[src/rtl/upg_pkg.sv]
package upg_pkg;

  typedef enum logic [1:0] {
    ST_ON    = 2'd0,
    ST_OFF_U = 2'd1,
    ST_OFF_C = 2'd2
  } upg_state_e;

endpackage

[src/rtl/upg_actuator.sv]
module upg_actuator
  import upg_pkg::*;
#(
  parameter int IDLE_W = 8,
  parameter int BE_W   = 8
) (
  input  logic              clk,
  input  logic              rst_n,
  input  logic              task_pending,
  input  logic              gate_enable,
  input  logic              ready_i,
  input  logic [IDLE_W-1:0] cfg_idle_thr,
  input  logic [BE_W-1:0]   cfg_breakeven,
  output upg_state_e        state_o,
  output logic              real_gate_o,
  output logic              comp_evt,
  output logic              unc_evt,
  output logic              wake_start
);

  localparam logic [IDLE_W-1:0] IDLE_MAX = {IDLE_W{1'b1}};
  localparam logic [IDLE_W-1:0] IDLE_ONE = {{(IDLE_W-1){1'b0}}, 1'b1};
  localparam logic [BE_W-1:0]   OFF_MAX  = {BE_W{1'b1}};
  localparam logic [BE_W-1:0]   OFF_ONE  = {{(BE_W-1){1'b0}}, 1'b1};

  upg_state_e        st_q, st_d;
  logic [IDLE_W-1:0] idle_q, idle_d, idle_inc;
  logic [BE_W-1:0]   off_q, off_d, off_inc;
  logic              real_q, real_d;
  logic              idle_cycle;

  assign idle_inc   = (idle_q == IDLE_MAX) ? idle_q : idle_q + IDLE_ONE;
  assign off_inc    = (off_q == OFF_MAX) ? off_q : off_q + OFF_ONE;
  assign idle_cycle = !task_pending && ready_i;

  // Next-state logic
  always_comb begin
    st_d       = st_q;
    idle_d     = idle_q;
    off_d      = off_q;
    real_d     = real_q;
    comp_evt   = 1'b0;
    unc_evt    = 1'b0;
    wake_start = 1'b0;
    case (st_q)
      ST_ON: begin
        if (idle_cycle) begin
          idle_d = idle_inc;
          if (idle_inc >= cfg_idle_thr) begin
            st_d   = ST_OFF_U;
            idle_d = '0;
            off_d  = '0;
            real_d = gate_enable;
          end
        end else begin
          idle_d = '0;
        end
      end
      ST_OFF_U: begin
        if (task_pending) begin
          st_d       = ST_ON;
          unc_evt    = 1'b1;
          wake_start = real_q;
          real_d     = 1'b0;
        end else begin
          off_d = off_inc;
          if (off_inc >= cfg_breakeven) begin
            st_d     = ST_OFF_C;
            comp_evt = 1'b1;
          end
        end
      end
      ST_OFF_C: begin
        if (task_pending) begin
          st_d       = ST_ON;
          wake_start = real_q;
          real_d     = 1'b0;
        end
      end
      default: begin
        st_d   = ST_ON;
        real_d = 1'b0;
      end
    endcase
  end

  // State registers
  always_ff @(posedge clk or negedge rst_n) begin
    if (!rst_n) begin
      st_q   <= ST_ON;
      idle_q <= '0;
      off_q  <= '0;
      real_q <= 1'b0;
    end else begin
      st_q   <= st_d;
      idle_q <= idle_d;
      off_q  <= off_d;
      real_q <= real_d;
    end
  end

  assign state_o     = st_q;
  assign real_gate_o = real_q;

  // compensated state is reachable only through the uncompensated one
  p_offc_via_offu_r3: assert property (@(posedge clk) disable iff (!rst_n)
    (st_q == ST_ON) |=> (st_q != ST_OFF_C));

  // a request during an uncompensated interval always wakes
  p_req_leaves_offu_r4: assert property (@(posedge clk) disable iff (!rst_n)
    (st_q == ST_OFF_U && task_pending) |=> (st_q == ST_ON));

  // a request during a compensated interval always wakes
  p_req_leaves_offc_r5: assert property (@(posedge clk) disable iff (!rst_n)
    (st_q == ST_OFF_C && task_pending) |=> (st_q == ST_ON));

  // no gating decision while the unit is still waking
  p_no_gate_waking_r8: assert property (@(posedge clk) disable iff (!rst_n)
    (st_q == ST_ON && !ready_i) |=> (st_q == ST_ON));

endmodule

[src/rtl/upg_wake_timer.sv]
module upg_wake_timer #(
  parameter int WAKE_W = 6
) (
  input  logic              clk,
  input  logic              rst_n,
  input  logic              wake_start,
  input  logic [WAKE_W-1:0] cfg_wake_lat,
  output logic              wake_done
);

  localparam logic [WAKE_W-1:0] WAKE_ONE = {{(WAKE_W-1){1'b0}}, 1'b1};

  logic [WAKE_W-1:0] wcnt_q, wcnt_d;
  logic              wcnt_en;

  assign wcnt_en = wake_start || (wcnt_q != '0);

  always_comb begin
    wcnt_d = wcnt_q;
    if (wake_start) begin
      wcnt_d = cfg_wake_lat;
    end else if (wcnt_q != '0) begin
      wcnt_d = wcnt_q - WAKE_ONE;
    end
  end

  always_ff @(posedge clk or negedge rst_n) begin
    if (!rst_n) begin
      wcnt_q <= '0;
    end else if (wcnt_en) begin
      wcnt_q <= wcnt_d;
    end
  end

  assign wake_done = (wcnt_q == '0);

  // the settle counter drains one step per cycle
  p_wake_countdown_r8: assert property (@(posedge clk) disable iff (!rst_n)
    (wcnt_q != '0 && !wake_start) |=> (wcnt_q == $past(wcnt_q) - WAKE_ONE));

  // a wake start loads the programmed latency
  p_wake_load_r8: assert property (@(posedge clk) disable iff (!rst_n)
    wake_start |=> (wcnt_q == $past(cfg_wake_lat)));

endmodule

[src/rtl/upg_monitor.sv]
module upg_monitor #(
  parameter int CNT_W = 16,
  parameter int WIN_W = 12,
  parameter int WT_W  = 4
) (
  input  logic             clk,
  input  logic             rst_n,
  input  logic             comp_evt,
  input  logic             unc_evt,
  input  logic [WIN_W-1:0] cfg_window,
  input  logic [WT_W-1:0]  cfg_gain,
  input  logic [WT_W-1:0]  cfg_loss,
  output logic             gate_enable,
  output logic [CNT_W-1:0] comp_cnt,
  output logic [CNT_W-1:0] unc_cnt
);

  localparam int               PW      = CNT_W + WT_W;
  localparam int               SW      = PW + 1;
  localparam logic [CNT_W-1:0] CNT_MAX = {CNT_W{1'b1}};
  localparam logic [CNT_W-1:0] CNT_ONE = {{(CNT_W-1){1'b0}}, 1'b1};
  localparam logic [WIN_W-1:0] WIN_ONE = {{(WIN_W-1){1'b0}}, 1'b1};

  logic [CNT_W-1:0]     comp_q, unc_q, comp_nx, unc_nx, comp_d, unc_d;
  logic [WIN_W-1:0]     win_q, win_d, win_last;
  logic                 en_q, en_d;
  logic                 win_end;
  logic [PW-1:0]        gain_prod, loss_prod;
  logic signed [SW-1:0] savings;
  logic                 savings_pos;

  // Saturating event accumulation
  assign comp_nx = (comp_evt && comp_q != CNT_MAX) ? comp_q + CNT_ONE : comp_q;
  assign unc_nx  = (unc_evt && unc_q != CNT_MAX) ? unc_q + CNT_ONE : unc_q;

  assign win_last = cfg_window - WIN_ONE;
  assign win_end  = (win_q >= win_last);

  // Net-savings estimate
  assign gain_prod   = PW'(comp_nx) * PW'(cfg_gain);
  assign loss_prod   = PW'(unc_nx) * PW'(cfg_loss);
  assign savings     = $signed({1'b0, gain_prod}) - $signed({1'b0, loss_prod});
  assign savings_pos = !savings[SW-1] && (savings != '0);

  always_comb begin
    comp_d = comp_nx;
    unc_d  = unc_nx;
    win_d  = win_q + WIN_ONE;
    en_d   = en_q;
    if (win_end) begin
      comp_d = '0;
      unc_d  = '0;
      win_d  = '0;
      en_d   = savings_pos;
    end
  end

  always_ff @(posedge clk or negedge rst_n) begin
    if (!rst_n) begin
      comp_q <= '0;
      unc_q  <= '0;
      win_q  <= '0;
      en_q   <= 1'b1;
    end else begin
      comp_q <= comp_d;
      unc_q  <= unc_d;
      win_q  <= win_d;
      if (win_end) begin
        en_q <= en_d;
      end
    end
  end

  assign gate_enable = en_q;
  assign comp_cnt    = comp_q;
  assign unc_cnt     = unc_q;

  // counts are cleared after every evaluation
  p_window_clear_r6: assert property (@(posedge clk) disable iff (!rst_n)
    win_end |=> (comp_q == '0 && unc_q == '0));

  // the guard decision changes only at a window end
  p_enable_hold_r6: assert property (@(posedge clk) disable iff (!rst_n)
    !win_end |=> $stable(en_q));

  // a full count neither wraps nor drops inside a window
  p_comp_sat_r9: assert property (@(posedge clk) disable iff (!rst_n)
    (comp_q == CNT_MAX && !win_end) |=> (comp_q == CNT_MAX));

  p_unc_sat_r9: assert property (@(posedge clk) disable iff (!rst_n)
    (unc_q == CNT_MAX && !win_end) |=> (unc_q == CNT_MAX));

endmodule

[src/rtl/upg_guard_ctrl.sv]
module upg_guard_ctrl
  import upg_pkg::*;
#(
  parameter int IDLE_W = 8,
  parameter int BE_W   = 8,
  parameter int WAKE_W = 6,
  parameter int WIN_W  = 12,
  parameter int WT_W   = 4,
  parameter int CNT_W  = 16
) (
  input  logic              clk,
  input  logic              rst_n,
  input  logic              task_pending,
  input  logic [IDLE_W-1:0] cfg_idle_thr,
  input  logic [BE_W-1:0]   cfg_breakeven,
  input  logic [WAKE_W-1:0] cfg_wake_lat,
  input  logic [WIN_W-1:0]  cfg_window,
  input  logic [WT_W-1:0]   cfg_gain,
  input  logic [WT_W-1:0]   cfg_loss,
  output logic              sleep,
  output logic              ready,
  output logic              gate_enable,
  output logic [1:0]        state,
  output logic [CNT_W-1:0]  comp_count,
  output logic [CNT_W-1:0]  uncomp_count
);

  upg_state_e act_state;
  logic       real_gate;
  logic       comp_evt, unc_evt, wake_start, wake_done;
  logic       en;

  upg_actuator #(
    .IDLE_W(IDLE_W),
    .BE_W  (BE_W)
  ) u_act (
    .clk          (clk),
    .rst_n        (rst_n),
    .task_pending (task_pending),
    .gate_enable  (en),
    .ready_i      (wake_done),
    .cfg_idle_thr (cfg_idle_thr),
    .cfg_breakeven(cfg_breakeven),
    .state_o      (act_state),
    .real_gate_o  (real_gate),
    .comp_evt     (comp_evt),
    .unc_evt      (unc_evt),
    .wake_start   (wake_start)
  );

  upg_wake_timer #(
    .WAKE_W(WAKE_W)
  ) u_wake (
    .clk         (clk),
    .rst_n       (rst_n),
    .wake_start  (wake_start),
    .cfg_wake_lat(cfg_wake_lat),
    .wake_done   (wake_done)
  );

  upg_monitor #(
    .CNT_W(CNT_W),
    .WIN_W(WIN_W),
    .WT_W (WT_W)
  ) u_mon (
    .clk        (clk),
    .rst_n      (rst_n),
    .comp_evt   (comp_evt),
    .unc_evt    (unc_evt),
    .cfg_window (cfg_window),
    .cfg_gain   (cfg_gain),
    .cfg_loss   (cfg_loss),
    .gate_enable(en),
    .comp_cnt   (comp_count),
    .unc_cnt    (uncomp_count)
  );

  assign sleep       = (act_state != ST_ON) && real_gate;
  assign ready       = !sleep && wake_done;
  assign gate_enable = en;
  assign state       = act_state;

  // the switch closes only when the guard permitted it
  p_gate_needs_enable_r7: assert property (@(posedge clk) disable iff (!rst_n)
    $rose(sleep) |-> $past(en));

  // sleep falls only on a wake request
  p_sleep_falls_on_req_r7: assert property (@(posedge clk) disable iff (!rst_n)
    $fell(sleep) |-> $past(task_pending));

endmodule

[config.mk]
export PLATFORM = sky130hd
export DESIGN_NAME = upg_guard_ctrl
export DESIGN_NICKNAME = d
export VERILOG_FILES = /design/src/rtl/upg_pkg.sv /design/src/rtl/upg_actuator.sv /design/src/rtl/upg_wake_timer.sv /design/src/rtl/upg_monitor.sv /design/src/rtl/upg_guard_ctrl.sv
export SDC_FILE = /design/constraint.sdc
export NUM_CORES = 1
export LEC_CHECK = 0
export BUFFER_PORTS_ARGS = -buffer_cell sky130_fd_sc_hd__buf_4
export CAP_MARGIN = 10
export CORE_AREA = 2 2 171 106
export CTS_BUF_LIST = sky130_fd_sc_hd__clkbuf_4 sky130_fd_sc_hd__clkbuf_8
export DETAILED_ROUTE_END_ITERATION = 6
export DIE_AREA = 0 0 173 108
export PLACE_DENSITY = 0.71
export SLEW_MARGIN = 30
export SYNTH_ARGS = -nofsm -noshare
export SYNTH_HDL_FRONTEND = slang
export SYNTH_SLANG_ARGS = --single-unit
[constraint.sdc]
create_clock -name clk -period 11.24 [get_ports clk]
set_input_delay 2.81 -clock clk [delete_from_list [all_inputs] [get_ports clk]]
set_output_delay 2.81 -clock clk [all_outputs]
set_load 0.02 [all_outputs]
==> results of run 1 <==
==> worst reg2reg max path: cells and delay by family, from the launching register on <==
kind | cells | cell delay (ns)
adders and majority gates | 7 | 2.85
and+or+nand+nor | 11 | 1.99
AOI/OAI and AO/OA | 7 | 1.79
xor gates and xnor gates | 2 | 0.67
DFF | 1 | 0.42
muxes | 1 | 0.35
buffers and inverters | 3 | 0.14
==> flip-flops by register name (all words and copies together), names as in the netlist <==
register           flops
u_mon.win_q           12
u_act.off_q            8
u_mon.comp_cnt        16
u_mon.unc_cnt         16
u_act.idle_q           8
u_act.real_gate_o      1
u_act.state_o          2
u_mon.gate_enable      1
u_wake.wcnt_q          6
==> through the flow <==
stage | hold slack [ns] | instance area [sq um] | setup slack, ns
after floorplan | 0.4663 | 9085 | 2.438
after detailed placement | 0.4973 | 9902 | 1.520
after global routing | 0.5578 | 10120 | 1.293
after global placement | 0.5041 | 9902 | 1.693
after CTS | 0.5200 | 10110 | 1.880
final | 0.5128 | 10120 | 1.820
==> power by group <==
| group | switching, mW | internal (mW) |
|---|---|---|
| Combinational | 0.598 | 0.441 |
| Clock | 0.0988 | 0.116 |
| Sequential | 0.0515 | 0.299 |
==> metal layers <==
layer	wire length, um	vias up
li1	-	3636
met2	8822	233
met4	95	0
met3	1516	8
met5	0	-
met1	11020	3624
==> path summary, 6_finish.rpt <==
| kind | start | end | cells after the start |
|---|---|---|---|
| max | cfg_breakeven[0] | u_mon.gate_enable | 26 |
| min | u_mon.win_q[0] | u_mon.win_q[0] | 1 |
| max reg2reg | u_act.off_q[0] | u_mon.gate_enable | 31 |
| min reg2reg | u_mon.win_q[0] | u_mon.win_q[0] | 1 |
| max in group asynchronous | rst_n | u_mon.comp_cnt[0] | 1 |
| min in group asynchronous | rst_n | u_mon.win_q[0] | 1 |
==> area by class of cell <==
class | instances | area [sq um]
timing repair buffer | 83 | 626.9
fill | 1534 | 6822
multi-input combinational | 790 | 6521
sequential | 70 | 1753
tap | 234 | 292.8
clock buffer | 12 | 158.9
clock inverter | 4 | 45.04
inverter | 193 | 724.4
==> cell usage in the layout, fill, tap and decap left out, types with 8 or more instances in the layout <==
master | synthesis | layout
a21boi_0 | 8 | 8
a21o_1 | 10 | 10
a21oi_1 | 42 | 42
and2_1 | 39 | 39
and3_1 | 11 | 11
buf_4 | 0 | 82
clkbuf_8 | 0 | 11
dfrtp_1 | 69 | 69
fa_1 | 91 | 91
ha_1 | 70 | 70
inv_1 | 193 | 193
mux2_2 | 11 | 11
mux2i_1 | 14 | 14
nand2_1 | 110 | 110
nand2b_1 | 35 | 35
nand3_1 | 36 | 36
nand4_1 | 15 | 15
nor2_1 | 67 | 67
nor2b_1 | 25 | 25
nor3_1 | 16 | 16
o21ai_0 | 37 | 37
xnor2_1 | 42 | 42
xor2_1 | 18 | 18
==> cell families (layout without fill, tap and decap cells) <==
group,Yosys count,after routing,share of synthesized area (%)
AO/OA/AOI/OAI,149,149,10.77
XOR/XNOR,61,61,5.963
adder cells (fa/ha/maj),161,161,29.69
buffers and inverters,220,292,9.103
flip-flops,70,70,19.29
multiplexers,25,25,2.906
AND/OR/NAND/NOR,394,394,22.27
==> qor.csv, run 1 <==
stage,metric,value,unit
status,status,completed,
floorplanning,fp.dieW,173,um
floorplanning,die-area,0.01868,sq mm
clock_tree,cts_resized,0,
yosys,yosysMostFrequentCell,inv_1,
worst_setup_path,crit_family,adder cells,
floorplanning,start_util,53.62,%
sta,skew,0.01444,ns
place,numPortBuffers,81,
floorplanning,fp-row-count,37,
place,gp_congestion,0.8814,
yosys,syn_nets,1286,
global_route,grt_pass1_vias,7434,
finish,finalNonFillerCells,1386,
clock_tree,postCtsSetupRepairBufs,0,
yosys,ys.flop_type,dfrtp_1,
sta,tns,0,ns
run,maxCapViolations,0,
clock_tree,clock_tree.root_cell,clkbuf_8,
yosys,synthTopCellsByCount,"inv_1, nand2_1, fa_1",
worst_setup_path,reg2reg_slack,2.96,ns
yosys,synth.avg_cell_area,8.412,sq um
worst_setup_path,critPathKind,input port to flop,
yosys,async_flop_share,100.0,%
clock_tree,clock-sinks,70,
global_route,groute.layer.met2.usage,37.46,%
sta,hold_violations,0,
route,viasPerCell,5.412,
power_and_ir_drop,power,1.604,mW
clock_tree,clkTransAtPathRegs,0.08,ns
worst_setup_path,crit_top_cell,fa_1,
sta,rsz0062_at_grt,false,
route,drtAntennaViolNets,0,
global_route,gr-total-overflow,0,
yosys,ys_ff_latch,70,
finish,diodes,0,
clock_tree,postCtsHoldBufs,0,
clock_tree,clk_latency,0.35,ns
sta,slew_violations,0,
sta,fin_crit_sh,83.81,%
global_route,top_usage_layer,met1,
worst_setup_path,path_buf_inv,4,
clock_tree,cts_tree,yes,
sta,tightest_slew,0.7580,ns
floorplanning,ios,82,
floorplanning,core_region_area,0.01694,sq mm
min_path,min_path_type,flop to flop,
global_route,grt_pass1_wl,37.67,mm
power_and_ir_drop,pwr_density_cell,158.5,mW/mm^2
sta,relSlewSlack,49.10,%
route,drt_iter0_drc,514,
power_and_ir_drop,vdd_drop_max,129.7,uV
route,drc,0,
yosys,synth_top_cells_by_area,"fa_1, dfrtp_1, ha_1, inv_1, nand2_1",
worst_setup_path,crit_required,11.52,ns
route,drtPass1Iterations,7,
worst_setup_path,start_kind,input port,
clock_tree,numCtsBuffers,9,
yosys,synth_warnings,0,
route,wl,21.45,mm
yosys,yosys.area.top_type,fa_1,
route,wl_per_cell,15.48,um
yosys,netlist_area,0.009085,sq mm
yosys,synth_top_cell_area_share,20.05,%
finish,drive_gt1_share,12.24,%
sta,period_minus_slack,9.420,ns
finish,nets,1353,
route,dr_total_vias,7501,
global_route,track_usage,24.91,%
finish,final_util,59.74,%
floorplanning,die_h,108,um
yosys,ys_seq_area_share,19.29,%
yosys,synthDistinctLibCells,67,
global_route,met1_usage,38.31,%
worst_setup_path,cp-end-kind,flop,
global_route,met3_usage,4.360,%
finish,area_delta_synth_final,11.42,%
sta,fmax,106.2,MHz
yosys,netlist_instances,1080,
worst_setup_path,cp.arrival,9.70,ns
global_route,grt_max_degree,71,
yosys,synth_edf_count,0,
power_and_ir_drop,p_leak,4.927,nW
clock_tree,clock_path_buffers,2,
place,dpl.hpwl,17.34,mm
clock_tree,h-tree-depth,3,
sta,setup_viol,0,
worst_setup_path,critPathMaxFanout,6,
worst_setup_path,cpMaxStageDelayCell,a21oi_1,
place,placed_cells,1370,
worst_setup_path,max_stage_delay,0.53,ns
global_route,antenna_found_initial,0,
No activity file was read; power rests on OpenSTA's default activity.
==> run 2, diff against run 1 <==
- ABC_AREA: default -> 1
- CORE_AREA: 2 2 171 106 -> 2 2 173 107
- DIE_AREA: 0 0 173 108 -> 0 0 175 109
- PLACE_DENSITY: 0.71 -> 0.73
- clock period: 11.24 -> 7.6 ns (I/O delays scaled with it)
==> run 2 against run 1 <==
  * Global-route usage grew 0.88 points
  * Setup slack lost 1.3 ns
  * Cell count grew 18%
  * Register-to-register slack lost 2.2 ns
  * Design area grew 1.9%
  * Via count grew 10%
  * Die area grew 2.1%
  * Highest routed layer unchanged
==> qor.csv, run 2 <==
stage,metric,value,unit,change
status,status,completed,,
worst_setup_path,start_kind,input port,,
sta,rsz0062_at_grt,false,,
sta,relSlewSlack,51.72,%,+2.6 points
clock_tree,clkTransAtPathRegs,0.08,ns,about the same
yosys,async_flop_share,100.0,%,unchanged
place,dpl_cell_area,0.01011,sq mm,+2.1%
sta,skew,0.01264,ns,-0.001796 ns
clock_tree,clk_latency,0.36,ns,about the same
floorplanning,start_util,52.53,%,-1.1 points
yosys,yosysMostFrequentCell,inv_1,,
clock_tree,clock-sinks,70,,unchanged
route,drtAntennaViolNets,0,,unchanged
floorplanning,core_region_area,0.01764,sq mm,+4.1%
yosys,ys.flop_type,dfrtp_1,,
worst_setup_path,cp.arrival,7.38,ns,-2.32 ns
clock_tree,numCtsBuffers,9,,unchanged
clock_tree,postCtsSetupRepairBufs,0,,unchanged
route,drt_iter0_drc,711,,+38%
sta,setup_viol,0,,unchanged
run,maxCapViolations,0,,unchanged
clock_tree,postCtsHoldBufs,0,,unchanged
worst_setup_path,crit_top_cell,nand2_1,,
yosys,synth_edf_count,0,,unchanged
sta,fin_crit_sh,93.17,%,
clock_tree,h-tree-depth,3,,unchanged
global_route,track_usage,25.80,%,+0.88 points
finish,final_area,0.01032,sq mm,+1.9%
sta,tightest_slew,0.7198,ns,-0.03821 ns
finish,drive_gt1_share,9.169,%,-3.1 points
floorplanning,fp.dieW,175,um,+1.2%
clock_tree,clock_tree.root_cell,clkbuf_8,,
route,wl,22.29,mm,+3.9%
floorplanning,ios,82,,unchanged
yosys,ys_ff_latch,70,,unchanged
sta,hold_violations,0,,unchanged
global_route,grt_pass1_wl,39.49,mm,+4.8%
yosys,synth.avg_cell_area,7.041,sq um,-16%
floorplanning,fp-row-count,38,,+2.7%
min_path,min_path_type,flop to flop,,
finish,fillers,1669,,+8.8%
yosys,syn_nets,1522,,+18%
global_route,antenna_found_initial,0,,unchanged
yosys,netlist_area,0.009266,sq mm,+2.0%
sta,slew_violations,0,,unchanged
yosys,synthDistinctLibCells,48,,-28%
place,dpl.hpwl,18.58,mm,+7.2%
yosys,synthTopCellsByCount,"inv_1, nand2_1, nor2_1",,
yosys,synth_top_cell_area_share,19.66,%,-0.39 points
yosys,ys_seq_area_share,18.92,%,-0.38 points
yosys,yosys.area.top_type,fa_1,,
worst_setup_path,cp-end-kind,flop,,
floorplanning,die_h,109,um,+0.93%
yosys,netlist_instances,1316,,+22%
worst_setup_path,crit_required,7.90,ns,-3.62 ns
finish,layout_common_cells,"inv_1, nand2_1, nor2_1, fa_1",,
sta,fmax,141.2,MHz,
yosys,synth_top_cells_by_area,"fa_1, dfrtp_1, inv_1, nand2_1, ha_1",,
clock_tree,cts_tree,yes,,
route,viasPerCell,5.046,,-6.8%
place,numPortBuffers,81,,unchanged
worst_setup_path,critPathMaxFanout,15,,+9
clock_tree,clock_path_buffers,2,,unchanged
route,drc,0,,unchanged
sta,period_minus_slack,7.081,ns,
worst_setup_path,cpMaxStageDelayCell,fa_1,,
place,gp_congestion,0.9595,,+8.9%
floorplanning,die-area,0.01908,sq mm,+2.1%
sta,tns,0,ns,unchanged
worst_setup_path,max_stage_delay,0.52,ns,about the same
finish,nets,1597,,+18%
route,dr_total_vias,8256,,+10%
global_route,grt_max_degree,71,,unchanged
global_route,grt_pass1_vias,8112,,+9.1%
finish,layout_commonest_cell,inv_1,,
worst_setup_path,critPathKind,input port to flop,,
yosys,synth_warnings,0,,unchanged
global_route,gr-total-overflow,0,,unchanged
route,wl_per_cell,13.62,um,-12%
finish,final_util,58.48,%,-1.3 points
finish,diodes,0,,unchanged
route,drtPass1Iterations,5,,-2
finish,area_delta_synth_final,11.33,%,about the same
## run 2: changes by cell type after synthesis, sizes merged, moves of 27 or more
cell    previous run  this run
nand2            110       298
inv              193       315
nor2              67       165
nand3             37        84
and2              39         0
nand2b            36         0
xnor2             43        10
xor2              18        45
## run 2: logic make-up after synthesis
kind of cell	Yosys count	synth area share, %
AO/OA/AOI/OAI	89	5.239
XOR/XNOR	55	5.280
adder cells (fa/ha/maj)	161	29.11
buffers and inverters	338	13.83
flip-flops	70	18.92
AND/OR/NAND/NOR	603	27.63
## run 2: layout make-up
type	count	area, sq um	area share, %
Tap cell	240	300.3	2.911
Timing Repair Buffer	85	641.9	6.222
Clock inverter	4	47.55	0.4609
Inverter	317	1190	11.53
Multi-Input combinational cell	908	6237	60.46
Clock buffer	12	146.4	1.419
Sequential cell	70	1753	16.99
## run 2: worst paths after layout
check | to | cells past startpoint | slack [ns] | startpoint
max | u_mon.gate_enable | 37 | 0.52 | cfg_breakeven[1]
max in group asynchronous | u_act.idle_q[2] | 1 | 5.59 | rst_n
min in group asynchronous | u_mon.comp_cnt[15] | 1 | 1.53 | rst_n
min | u_act.real_gate_o | 2 | 0.50 | u_act.real_gate_o
min reg2reg | u_act.real_gate_o | 2 | 0.50 | u_act.real_gate_o
max reg2reg | u_mon.gate_enable | 40 | 0.78 | u_act.off_q[0]
## run 2: routing by layer
metal	GRT usage, %	vias up	wire length (um)
met5	0	-	0
met4	2.024	0	90
met3	5.649	12	2042
met2	38.20	292	8671
met1	40.03	3848	11480
li1	-	4104	-
## run 2: critical path: cells and delay by family
kind / cells / cell delay [ns]
AO/OA/AOI/OAI: 3 / 0.37
adder cells (fa/ha/maj): 6 / 2.62
buffers and inverters: 8 / 0.48
AND/OR/NAND/NOR: 20 / 2.02
## run 2: timing repair
action / in CTS / in global routing
endpoints found under the setup margin: 0 / 1
resized for setup: 0 / 1
hold endpoints to repair: 0 / 0
## run 2: through the flow
stage | setup slack, ns | hold WS [ns] | instances
global route | 0.01535 | 0.5274 | 1636
global placement | 0.2512 | 0.4738 | 1619
floorplan | 0.8068 | 0.4530 | 1316
detailed placement | 0.2109 | 0.4798 | 1619
finish | 0.5188 | 0.4951 | 1636
CTS | 0.5805 | 0.4979 | 1635
Power of run 2 is left out: the tool's default activity adds up to more than one toggle a clock period on the data nets, which glitch-free logic cannot reach.
